[config.mk]
export PLATFORM = sky130hd
export DESIGN_NAME = csd_mant_mul
export DESIGN_NICKNAME = d
export VERILOG_FILES = /design/src/rtl/csd_mul_pkg.sv /design/src/rtl/csd_recoder.sv /design/src/rtl/csd_shift_ctrl.sv /design/src/rtl/csd_norm_round.sv /design/src/rtl/csd_mant_mul.sv
export SDC_FILE = /design/constraint.sdc
export NUM_CORES = 1
export LEC_CHECK = 0
export ABC_AREA = 1
export CORE_ASPECT_RATIO = 2
export CORE_MARGIN = 5
export CORE_UTILIZATION = 35
export CTS_CLUSTER_DIAMETER = 100
export DETAILED_ROUTE_END_ITERATION = 6
export PLACE_DENSITY_LB_ADDON = 0.2
export SLEW_MARGIN = 20
export SYNTH_ARGS = -nofsm -noshare
export SYNTH_HDL_FRONTEND = slang
export SYNTH_HIERARCHICAL = 1
export SYNTH_SLANG_ARGS = --single-unit
[constraint.sdc]
create_clock -name clk -period 11 [get_ports clk]
set_input_delay 1.1 -clock clk [delete_from_list [all_inputs] [get_ports clk]]
set_output_delay 1.1 -clock clk [all_outputs]
set_load 0.005 [all_outputs]
[src/rtl/csd_mul_pkg.sv]
package csd_mul_pkg;

    parameter int MANT_W = 24;

    typedef enum logic [1:0] {
        ST_IDLE,
        ST_RUN,
        ST_FINISH
    } mul_state_t;

    typedef struct packed {
        logic nz;
        logic neg;
    } sdigit_t;

endpackage

[src/rtl/csd_recoder.sv]
module csd_recoder
    import csd_mul_pkg::*;
#(
    parameter int MW = MANT_W,
    localparam int ND = MW + 1
) (
    input  logic [MW-1:0]         value,
    output sdigit_t [ND-1:0]      digits
);

    logic [MW+1:0] ext;
    assign ext = {2'b00, value};

    // Carry-chain recoding: a digit is nonzero when the bit and the incoming
    // carry differ; it is negative when the next bit up is also set.
    always_comb begin
        logic cy;
        cy = 1'b0;
        for (int i = 0; i < ND; i++) begin
            digits[i].nz  = ext[i] ^ cy;
            digits[i].neg = (ext[i] ^ cy) & ext[i+1];
            cy = (ext[i] & ext[i+1]) | (ext[i] & cy) | (ext[i+1] & cy);
        end
    end

endmodule

[src/rtl/csd_shift_ctrl.sv]
module csd_shift_ctrl
    import csd_mul_pkg::*;
#(
    parameter int MW = MANT_W,
    localparam int ND = MW + 1,
    localparam int AW = 2 * MW + 2,
    localparam int IW = $clog2(ND)
) (
    input  logic [MW-1:0]        mcand,
    input  logic [ND-1:0]        mask,
    input  logic [ND-1:0]        sign,
    output logic signed [AW-1:0] pp,
    output logic [ND-1:0]        rest,
    output logic                 last
);

    logic [IW-1:0]        idx;
    logic signed [AW-1:0] pos_ext;
    logic signed [AW-1:0] neg_ext;

    // lowest pending nonzero digit
    always_comb begin
        logic found;
        found = 1'b0;
        idx   = '0;
        for (int i = 0; i < ND; i++) begin
            if (mask[i] && !found) begin
                idx   = IW'(i);
                found = 1'b1;
            end
        end
    end

    // two's-complement unit
    assign pos_ext = {{(AW-MW){1'b0}}, mcand};
    assign neg_ext = ~pos_ext + AW'(1);

    assign pp   = (sign[idx] ? neg_ext : pos_ext) <<< idx;
    assign rest = mask & ~(ND'(1) << idx);
    assign last = (rest == '0);

endmodule

[src/rtl/csd_norm_round.sv]
module csd_norm_round
    import csd_mul_pkg::*;
#(
    parameter int MW = MANT_W,
    localparam int PW = 2 * MW
) (
    input  logic [PW-1:0] prod,
    output logic [MW-1:0] sig,
    output logic [1:0]    adj
);

    logic          hi;
    logic [MW-1:0] kept;
    logic          guard;
    logic          sticky;
    logic          up;
    logic [MW:0]   sum;

    always_comb begin
        hi = prod[PW-1];
        if (hi) begin
            kept   = prod[PW-1:MW];
            guard  = prod[MW-1];
            sticky = |prod[MW-2:0];
        end else begin
            kept   = prod[PW-2:MW-1];
            guard  = prod[MW-2];
            sticky = |prod[MW-3:0];
        end
        up  = guard & (sticky | kept[0]);
        sum = {1'b0, kept} + (MW+1)'(up);
        if (sum[MW]) begin
            sig = {1'b1, {(MW-1){1'b0}}};
        end else begin
            sig = sum[MW-1:0];
        end
        adj = 2'(hi) + 2'(sum[MW]);
    end

endmodule

[src/rtl/csd_mant_mul.sv]
module csd_mant_mul
    import csd_mul_pkg::*;
#(
    parameter int MW = MANT_W
) (
    input  logic              clk,
    input  logic              rst_n,
    input  logic              start,
    input  logic [MW-1:0]     mcand,
    input  logic [MW-1:0]     mplier,
    output logic              busy,
    output logic              done,
    output logic [2*MW-1:0]   product,
    output logic [MW-1:0]     sig_out,
    output logic [1:0]        exp_adj
);

    localparam int ND = MW + 1;
    localparam int PW = 2 * MW;
    localparam int AW = 2 * MW + 2;

    mul_state_t state_q, state_d;

    sdigit_t [ND-1:0]     rec_digits;
    logic [ND-1:0]        rec_nz, rec_neg;
    logic [ND-1:0]        mask_q, sign_q;
    logic [MW-1:0]        a_q;
    logic signed [AW-1:0] acc_q;
    logic signed [AW-1:0] pp;
    logic [ND-1:0]        rest;
    logic                 last;
    logic [MW-1:0]        nr_sig;
    logic [1:0]           nr_adj;

    logic                 done_q;
    logic [PW-1:0]        product_q;
    logic [MW-1:0]        sig_q;
    logic [1:0]           exp_adj_q;

    csd_recoder #(.MW(MW)) u_rec (
        .value  (mplier),
        .digits (rec_digits)
    );

    for (genvar g = 0; g < ND; g++) begin : g_split
        assign rec_nz[g]  = rec_digits[g].nz;
        assign rec_neg[g] = rec_digits[g].neg;
    end

    csd_shift_ctrl #(.MW(MW)) u_sc (
        .mcand (a_q),
        .mask  (mask_q),
        .sign  (sign_q),
        .pp    (pp),
        .rest  (rest),
        .last  (last)
    );

    csd_norm_round #(.MW(MW)) u_nr (
        .prod (acc_q[PW-1:0]),
        .sig  (nr_sig),
        .adj  (nr_adj)
    );

    // state register
    always_ff @(posedge clk or negedge rst_n) begin
        if (!rst_n) state_q <= ST_IDLE;
        else        state_q <= state_d;
    end

    // transitions
    always_comb begin
        state_d = state_q;
        unique case (state_q)
            ST_IDLE:   if (start) state_d = (rec_nz == '0) ? ST_FINISH : ST_RUN;
            ST_RUN:    if (last)  state_d = ST_FINISH;
            ST_FINISH: state_d = ST_IDLE;
            default:   state_d = ST_IDLE;
        endcase
    end

    // datapath and outputs
    always_ff @(posedge clk or negedge rst_n) begin
        if (!rst_n) begin
            a_q       <= '0;
            mask_q    <= '0;
            sign_q    <= '0;
            acc_q     <= '0;
            done_q    <= 1'b0;
            product_q <= '0;
            sig_q     <= '0;
            exp_adj_q <= '0;
        end else begin
            done_q <= 1'b0;
            unique case (state_q)
                ST_IDLE: begin
                    if (start) begin
                        a_q    <= mcand;
                        mask_q <= rec_nz;
                        sign_q <= rec_neg;
                        acc_q  <= '0;
                    end
                end
                ST_RUN: begin
                    acc_q  <= acc_q + pp;
                    mask_q <= rest;
                end
                ST_FINISH: begin
                    product_q <= acc_q[PW-1:0];
                    sig_q     <= nr_sig;
                    exp_adj_q <= nr_adj;
                    done_q    <= 1'b1;
                end
                default: ;
            endcase
        end
    end

    assign busy    = (state_q != ST_IDLE);
    assign done    = done_q;
    assign product = product_q;
    assign sig_out = sig_q;
    assign exp_adj = exp_adj_q;

    // canonical form, no adjacent nonzero digits pending
    a_r2_no_adjacent: assert property (@(posedge clk) disable iff (!rst_n)
        (state_q == ST_RUN) |-> ((mask_q & (mask_q >> 1)) == '0));

    // each RUN cycle retires exactly one digit
    a_r3_one_digit_per_cycle: assert property (@(posedge clk) disable iff (!rst_n)
        (state_q == ST_RUN) |=> ($countones(mask_q) == $past($countones(mask_q)) - 1));

    // final sum non-negative and inside 48 bits
    a_r4_final_nonneg: assert property (@(posedge clk) disable iff (!rst_n)
        (state_q == ST_FINISH) |-> (acc_q[AW-1:PW] == '0));

    // completion is a single-cycle pulse
    a_r5_done_pulse: assert property (@(posedge clk) disable iff (!rst_n)
        done |=> !done);

    // an accepted request makes the block busy
    a_r6_busy_on_start: assert property (@(posedge clk) disable iff (!rst_n)
        (!busy && start) |=> busy);

    // a normalized product yields a significand with its top bit set
    a_r7_sig_msb: assert property (@(posedge clk) disable iff (!rst_n)
        (done && (product[PW-1:PW-2] != 2'b00)) |-> sig_out[MW-1]);

    // exponent adjustment never exceeds two
    a_r9_adj_range: assert property (@(posedge clk) disable iff (!rst_n)
        done |-> (exp_adj <= 2'd2));

endmodule

---- Word level (Yosys, flattened, before mapping) ----
Cells that the tools add are included.
operators by class
  $lt $le $gt $ge ......................... 1
  multipliers ............................. 0
  add/sub/neg operators ................... 4
  shift-type cells ........................ 2
  bitwise gates (word level) .............. 162
  divide/modulo/power cells ............... 0
  equality and inequality tests ........... 4
  reduce and logical (&&, ||, !) cells .... 58
  multiplexer cells ....................... 64
operators by type and width
  kind                     count
  $mux W50                 2
  $pmux W50 S2             1
  $and A1 B1 Y1            91
  $add A50 B2 Y50 const B  1
  $add A50 B50 Y50         1
  $logic_not A25 Y1        2
  $not A24 Y50             1
  $pmux W25 S2             1
  $sshl A50 B5 Y50         1
  $mux W24                 2
  $mux W5                  9
  $or A1 B1 Y1             45
  $mux W4                  8
  $mux W1                  29
  $add A24 B1 Y25          1
  $and A25 B25 Y25         1
  $mux W25                 1
  $not A25 Y25             1
  $shl A1 B5 Y25 const A   1
  $logic_and A1 B1 Y1      24
  $logic_not A1 Y1         24
  $reduce_or A23 Y1        1
  $xor A1 B1 Y1            23
  $reduce_or A22 Y1        1
  other kinds (12)         23
word-level totals
  logic and storage cells ................. 304
  RAM bits ................................ 0
  input bits .............................. 51
  bits in registers ....................... 199
  memories kept ........................... 0
  bits in latches ......................... 0
  memory bits (read-only) ................. 0

---- Logic depth before layout (Yosys ltp) ----
Gate-level depths: netlist (run 1).
  depth after elaboration ................. 79
  depth in mapped cells ................... 67

---- Cells and area by module ----
Netlist (run 1), hierarchy kept.
modules (own cells, without submodules)
  module          area an instance (um^2)  cells an instance  seq. area each (um^2)  instances
  csd_mant_mul    11,917.7                 1,644              4,979.8                1
  csd_shift_ctrl  4,092.7                  807                0.0                    1
  csd_norm_round  1,592.8                  352                0.0                    1
  csd_recoder     762.0                    140                0.0                    1

---- Worst setup path before layout (run 1) ----
Ideal clock, no wire load.
  path type ............................... input to register
  start ................................... in mplier[2]
  end ..................................... reg state_q[0]
  library setup time ...................... 0.117 ns
  data arrival time ....................... 8.036 ns
  buffers on the path ..................... 0
  slack ................................... 2.846 ns
  required time ........................... 10.883 ns
  cell stages on the path ................. 67
  cells stage by stage .................... nand2_1 > nand2_1 > nand2_1 > inv_1 > ha_1 > inv_1 > nand2_1 > ha_1 > inv_1 > nand2_1 > ha_1 > inv_1 > nand2_1 > ha_1 > inv_1 > nand2_1 > ha_1 > nor2_1 > [31 not listed] > inv_1 > nand2_1 > ha_1 > inv_1 > nand2_1 > ha_1 > inv_1 > nand2_1 > ha_1 > inv_1 > nand2_1 > ha_1 > inv_1 > nand4_1 > nor3_1 > nand4_1 > nand3_1 > nand2_1
RTL lines
  what                    RTL line            source
  start: declaration      csd_mant_mul.sv:10  input logic [MW-1:0] mplier,
  end signal: assignment  csd_mant_mul.sv:68  else state_q <= state_d;
  end: declaration        csd_mant_mul.sv:22  mul_state_t state_q, state_d;

==> flow_summary.toml, run 1 <==
[floorplan]
rows = 118
ios = 127
start_util_pct = 35.4
dieArea_um2 = 57400
die_h_um = 334
coreArea_um2 = 51800
die_w_um = 172

[clocking]
cts.clk_slew.worst_paths_ns = 0.08
htree_num_levels = 4
clk_latency_ns = 0.48
postCtsHoldBufs = 0
cts_inserted_buffers = 17
cts_buffer_depth = 2
cts_sinks = 199
cts.root.buffer_cell = "clkbuf_16"
tritoncts = "done"
postCtsResizedCells = 0
postCtsSetupRepairBufs = 0

[timing]
timing.fmax_mhz = 111
min_period_ns = 8.99
finalMaxSlewViolations = 0
clock_skew_ns = 0.0153
tightest_slew_ns = 0.918
tns_ns = 0
finalHoldViolCount = 0
fin_crit_sh_pct = 81.7
setup_viol = 0
relSlewSlack_pct = 38.7
rsz0062_at_grt = "no"

[grt]
first_global_vias = 18778
grtUsageTotal_pct = 24.6
grt_pass1_wl_um = 108000
antenna_found_initial = 0
grt_max_degree = 84
grt-ovfl-total = 0

[routing]
drtAntennaViolNets = 0
wl_met1_um = 22300
drc = 0
dr.pass1.iters = 6
wirelength_um = 71200
drtIter0Drc = 975
vias = 18953
wl_met3_um = 2250
wl_per_cell_um = 19.3
wl_met2_um = 39600
routed.top_layer = "met4"
vias_per_cell = 5.15

[layout]
syn_to_final_growth_pct = 12.2
drive_gt1_share_pct = 9.24
nets = 3130
final_common_cell = "nand2_1"
antenna_cells = 0
final_cell_mix = "nand2_1, inv_1, nand3_1"

[min_path]
min_path_cells = 2
hold_class = "flop to flop"

[synth]
ys_ff_latch = 199
yosys_warnings = 6
async_flop_share_pct = 100
synth-seq-area-share_pct = 27.1
ys.flop_type = "dfrtp_1"
mappedNetlistArea_um2 = 18400
synth_area_per_cell_um2 = 6.24
synth_edf_count = 0
netlist_instances = 2943
synth_cell_types = 56

[run_status]
status = "complete, no violations"

[setup_path]
r2r_cells = 32
crit_top_cell = "ha_1"
cp_max_fo = 5
rrSetupSlack_ns = 3.21
r2r_end = "acc_q[30]"
criticalPathCategory = "input port to flop"
worstPathArrival_ns = 9.37
crit_path_end_kind = "flop"
critPathCapture = "state_q[0]"
cp_num_cells = 68
critPathLaunch = "mplier[0]"
cp_slowest_cell = "clkdlybuf4s50_1"
crit_path_start_kind = "input port"
crit_buf_inv = 15
cp.required_ns = 11.38
slowest_delay_ns = 0.54
reg2reg_from = "mask_q[0]"
cpLargestDelayFamily = "adder cells"

[placed_design]
gp_congestion = 1.01
io_buffers = 126
place_hpwl_um = 58900

[run]
maxCapViolations = 0
## cells by family after synthesis
group           synth area share [%]
fa+ha+maj                       4.95
other cells                   0.0409
simple gates                    44.5
xor+xnor                        1.34
mux                             3.00
buf+inv                         12.1
flops                           27.1
compound gates                  6.96
## cell usage after synthesis, types with 6 or more instances
cell,instances,area (um2)
o22ai_1,6,37.5
a21oi_1,69,345
xor2_1,25,219
o21ai_1,19,95.1
clkbuf_1,28,105
dfrtp_1,199,4980
mux2_2,49,552
o21bai_1,7,52.6
buf_2,30,150
nand3b_1,11,82.6
nand3_2,28,280
nor2_2,55,344
ha_1,71,888
buf_1,14,52.6
nand2_1,983,3690
nor2_4,16,180
o21ai_0,120,601
buf_6,12,135
nor3_1,20,100
nand4_1,35,219
buf_4,9,67.6
inv_2,28,105
nor4_1,10,62.6
nor2_1,190,713
nand2_2,36,225
nand3_1,398,1990
inv_1,423,1590
## area by class of cell
class	instances	area (um2)
clock inverter	12	134
inverter	454	1710
sequential	199	4980
fill	5640	31200
multi-input combinational	2197	11200
clock buffer	19	443
tap	660	826
timing repair buffer	138	1360
## tightest hold or removal path, stage by stage, from the launching register on
cell and delay (ns):
dfrtp_1 0.35, nand2_1 0.05, nand2_1 0.04
## metrics by stage
step	instance area, um2	util, %	hold slack (ns)	std cells	setup WS, ns
after floorplan	18400	-	0.465	2944	2.85
after global placement	20000	38.7	0.452	3648	1.57
after detailed placement	20000	38.7	0.458	3648	1.53
after CTS	20600	39.8	0.478	3679	2.04
after global routing	20600	39.8	0.493	3679	1.38
final	20600	39.8	0.472	3679	2.01
## worst min-delay path by stage
stage	start	end	slack [ns]
finish	sig_out[6]	sig_out[6]	0.47
floorplan	exp_adj[0]	exp_adj[0]	0.47
global route	sig_out[6]	sig_out[6]	0.49
CTS	sig_out[6]	sig_out[6]	0.48
detailed placement	product[47]	product[47]	0.46
global placement	sig_out[17]	sig_out[17]	0.45
## routing by layer
metal / GRT usage (%) / vias up
met5: 0 / -
met4: 20.0 / 0
met3: 2.77 / 225
met2: 48.2 / 542
met1: 21.6 / 8726
li1: - / 9460
## sequential cells by signal (all words and copies together), names as in the netlist
name	flops
sign_q	25
done	1
mask_q	25
product	48
exp_adj	2
sig_out	24
acc_q	48
a_q	24
state_q	2
Power of run 1 is left out: the tool's default activity adds up to more than one toggle a clock period on the data nets, which glitch-free logic cannot reach.
==> inputs of run 2 (changes only) <==
- clock period: 11 -> 7.8 ns (I/O delays scaled with it)
==> flow_summary.toml, run 2 (synthesis gave the netlist of run 1 again) <==
[run_status]
status = "finished, violations left"
violations = "design-rule violations"

[routing]
dr.pass1.iters = 7
vias_per_cell = 5.09
drtIter0Drc = 1142
wl_per_cell_um = 19.3
drc = 2
wirelength_um = 71900
vias = 18983
drtAntennaViolNets = 0

[layout]
final_cell_mix = "nand2_1, inv_1, nand3_1"
multi_input_comb_area_um2 = 11400
drive_gt1_share_pct = 12.4
num-fill-cells = 5684
final_common_cell = "nand2_1"
stdcell_count = 3730
syn_to_final_growth_pct = 15.4
final_area_um2 = 21200
regArea_um2 = 4980
nets = 3179

[timing]
timing.fmax_mhz = 129
min_period_ns = 7.73
finalMaxSlewViolations = 0
rsz0062_at_grt = "yes"
fin_crit_sh_pct = 99.1
tightest_slew_ns = 0.928
finalHoldViolCount = 0
setup_viol = 0
finalWorstSetupSlack_ns = 0.0721
relSlewSlack_pct = 37.9
tns_ns = 0
clock_skew_ns = 0.0193

[placed_design]
gp_congestion = 0.995
place_hpwl_um = 59700
dp_slack_ns = -1.19
postPlaceCellArea_um2 = 20400
io_buffers = 126
place_inst = 3686

[setup_path]
rrSetupSlack_ns = 0.69
crit_top_cell = "ha_2"
crit_buf_inv = 15
r2r_end = "acc_q[23]"
cpLargestDelayFamily = "adder cells"
cp_max_fo = 2
crit_path_start_kind = "input port"
slowest_delay_ns = 0.27
cp.required_ns = 8.18
crit_path_end_kind = "flop"
reg2reg_from = "mask_q[0]"
criticalPathCategory = "input port to flop"
r2r_cells = 36
cp_num_cells = 68
worstPathArrival_ns = 8.11
cp_slowest_cell = "ha_1"

[clocking]
htree_num_levels = 4
cts.clk_slew.worst_paths_ns = 0.09
cts_buffer_depth = 2
cts_inserted_buffers = 17
tritoncts = "done"
cts_sinks = 199
cts.root.buffer_cell = "clkbuf_16"
clk_latency_ns = 0.49
postCtsHoldBufs = 0

[grt]
first_global_vias = 19119
grt_max_degree = 121
grt-ovfl-total = 0
grt_pass1_wl_um = 109000
antenna_found_initial = 0
grtUsageTotal_pct = 25.0

[floorplan]
die_w_um = 172
start_util_pct = 35.4
dieArea_um2 = 57400
ios = 127
die_h_um = 334
rows = 118
coreArea_um2 = 51800

[min_path]
hold_class = "input port to async pin"

[run]
maxCapViolations = 0
## run 2: cell types whose count changed in the layout (fill, tap and decap cells not counted), moves of 9 or more
cell,delta
buf_4,+48
ha_1,-20
ha_2,+14
inv_1,-11
inv_2,+11
nand2_1,-9
## run 2: metrics by stage
| stage | hold slack [ns] | utilization [%] |
|---|---|---|
| finish | 0.325 | 40.9 |
| CTS | 0.351 | 40.6 |
| floorplan | 0.465 | - |
| global placement | 0.455 | 39.3 |
| detailed placement | 0.459 | 39.3 |
| global route | 0.379 | 40.9 |
## run 2: how the worst max path moves through the flow
stage / to / slack [ns] / startpoint
2_1_floorplan: state_q[0] / 0.01 / mplier[1]
5_1_grt: state_q[0] / -0.33 / mplier[1]
3_5_place_dp: state_q[0] / -1.19 / mplier[1]
6_report: state_q[0] / 0.07 / mplier[0]
4_1_cts: state_q[0] / 0.009 / mplier[2]
3_3_place_gp: state_q[0] / -1.15 / mplier[1]
## run 2: per-layer routing
| layer | track usage (%) | part of all wire (%) | vias up |
|---|---|---|---|
| met5 | 0 | 0 | - |
| met4 | 18.6 | 9.2 | 0 |
| met3 | 2.59 | 2.6 | 179 |
| met2 | 49.8 | 57 | 453 |
| met1 | 22.0 | 32 | 8796 |
| li1 | - | - | 9555 |
## run 2: area by class of cell
| class | count | share of cell area [%] |
|---|---|---|
| multi-input cells | 2197 | 53.6 |
| flip-flops and latches | 199 | 23.5 |
| repair buffers | 187 | 8.20 |
| inverters | 454 | 8.05 |
| well taps | 660 | 3.90 |
| clock buffers | 20 | 2.06 |
| clock inverters | 12 | 0.638 |
| diodes | 1 | 0.0118 |
## run 2: what timing repair did
| action | 4_1_cts | 5_1_grt |
|---|---|---|
| resized for setup | 26 | 47 |
| endpoints found under the setup margin | 6 | 6 |
| pin swaps | 20 | 20 |
| buffers inserted | 8 | 3 |
Power of run 2 is left out for the same reason.
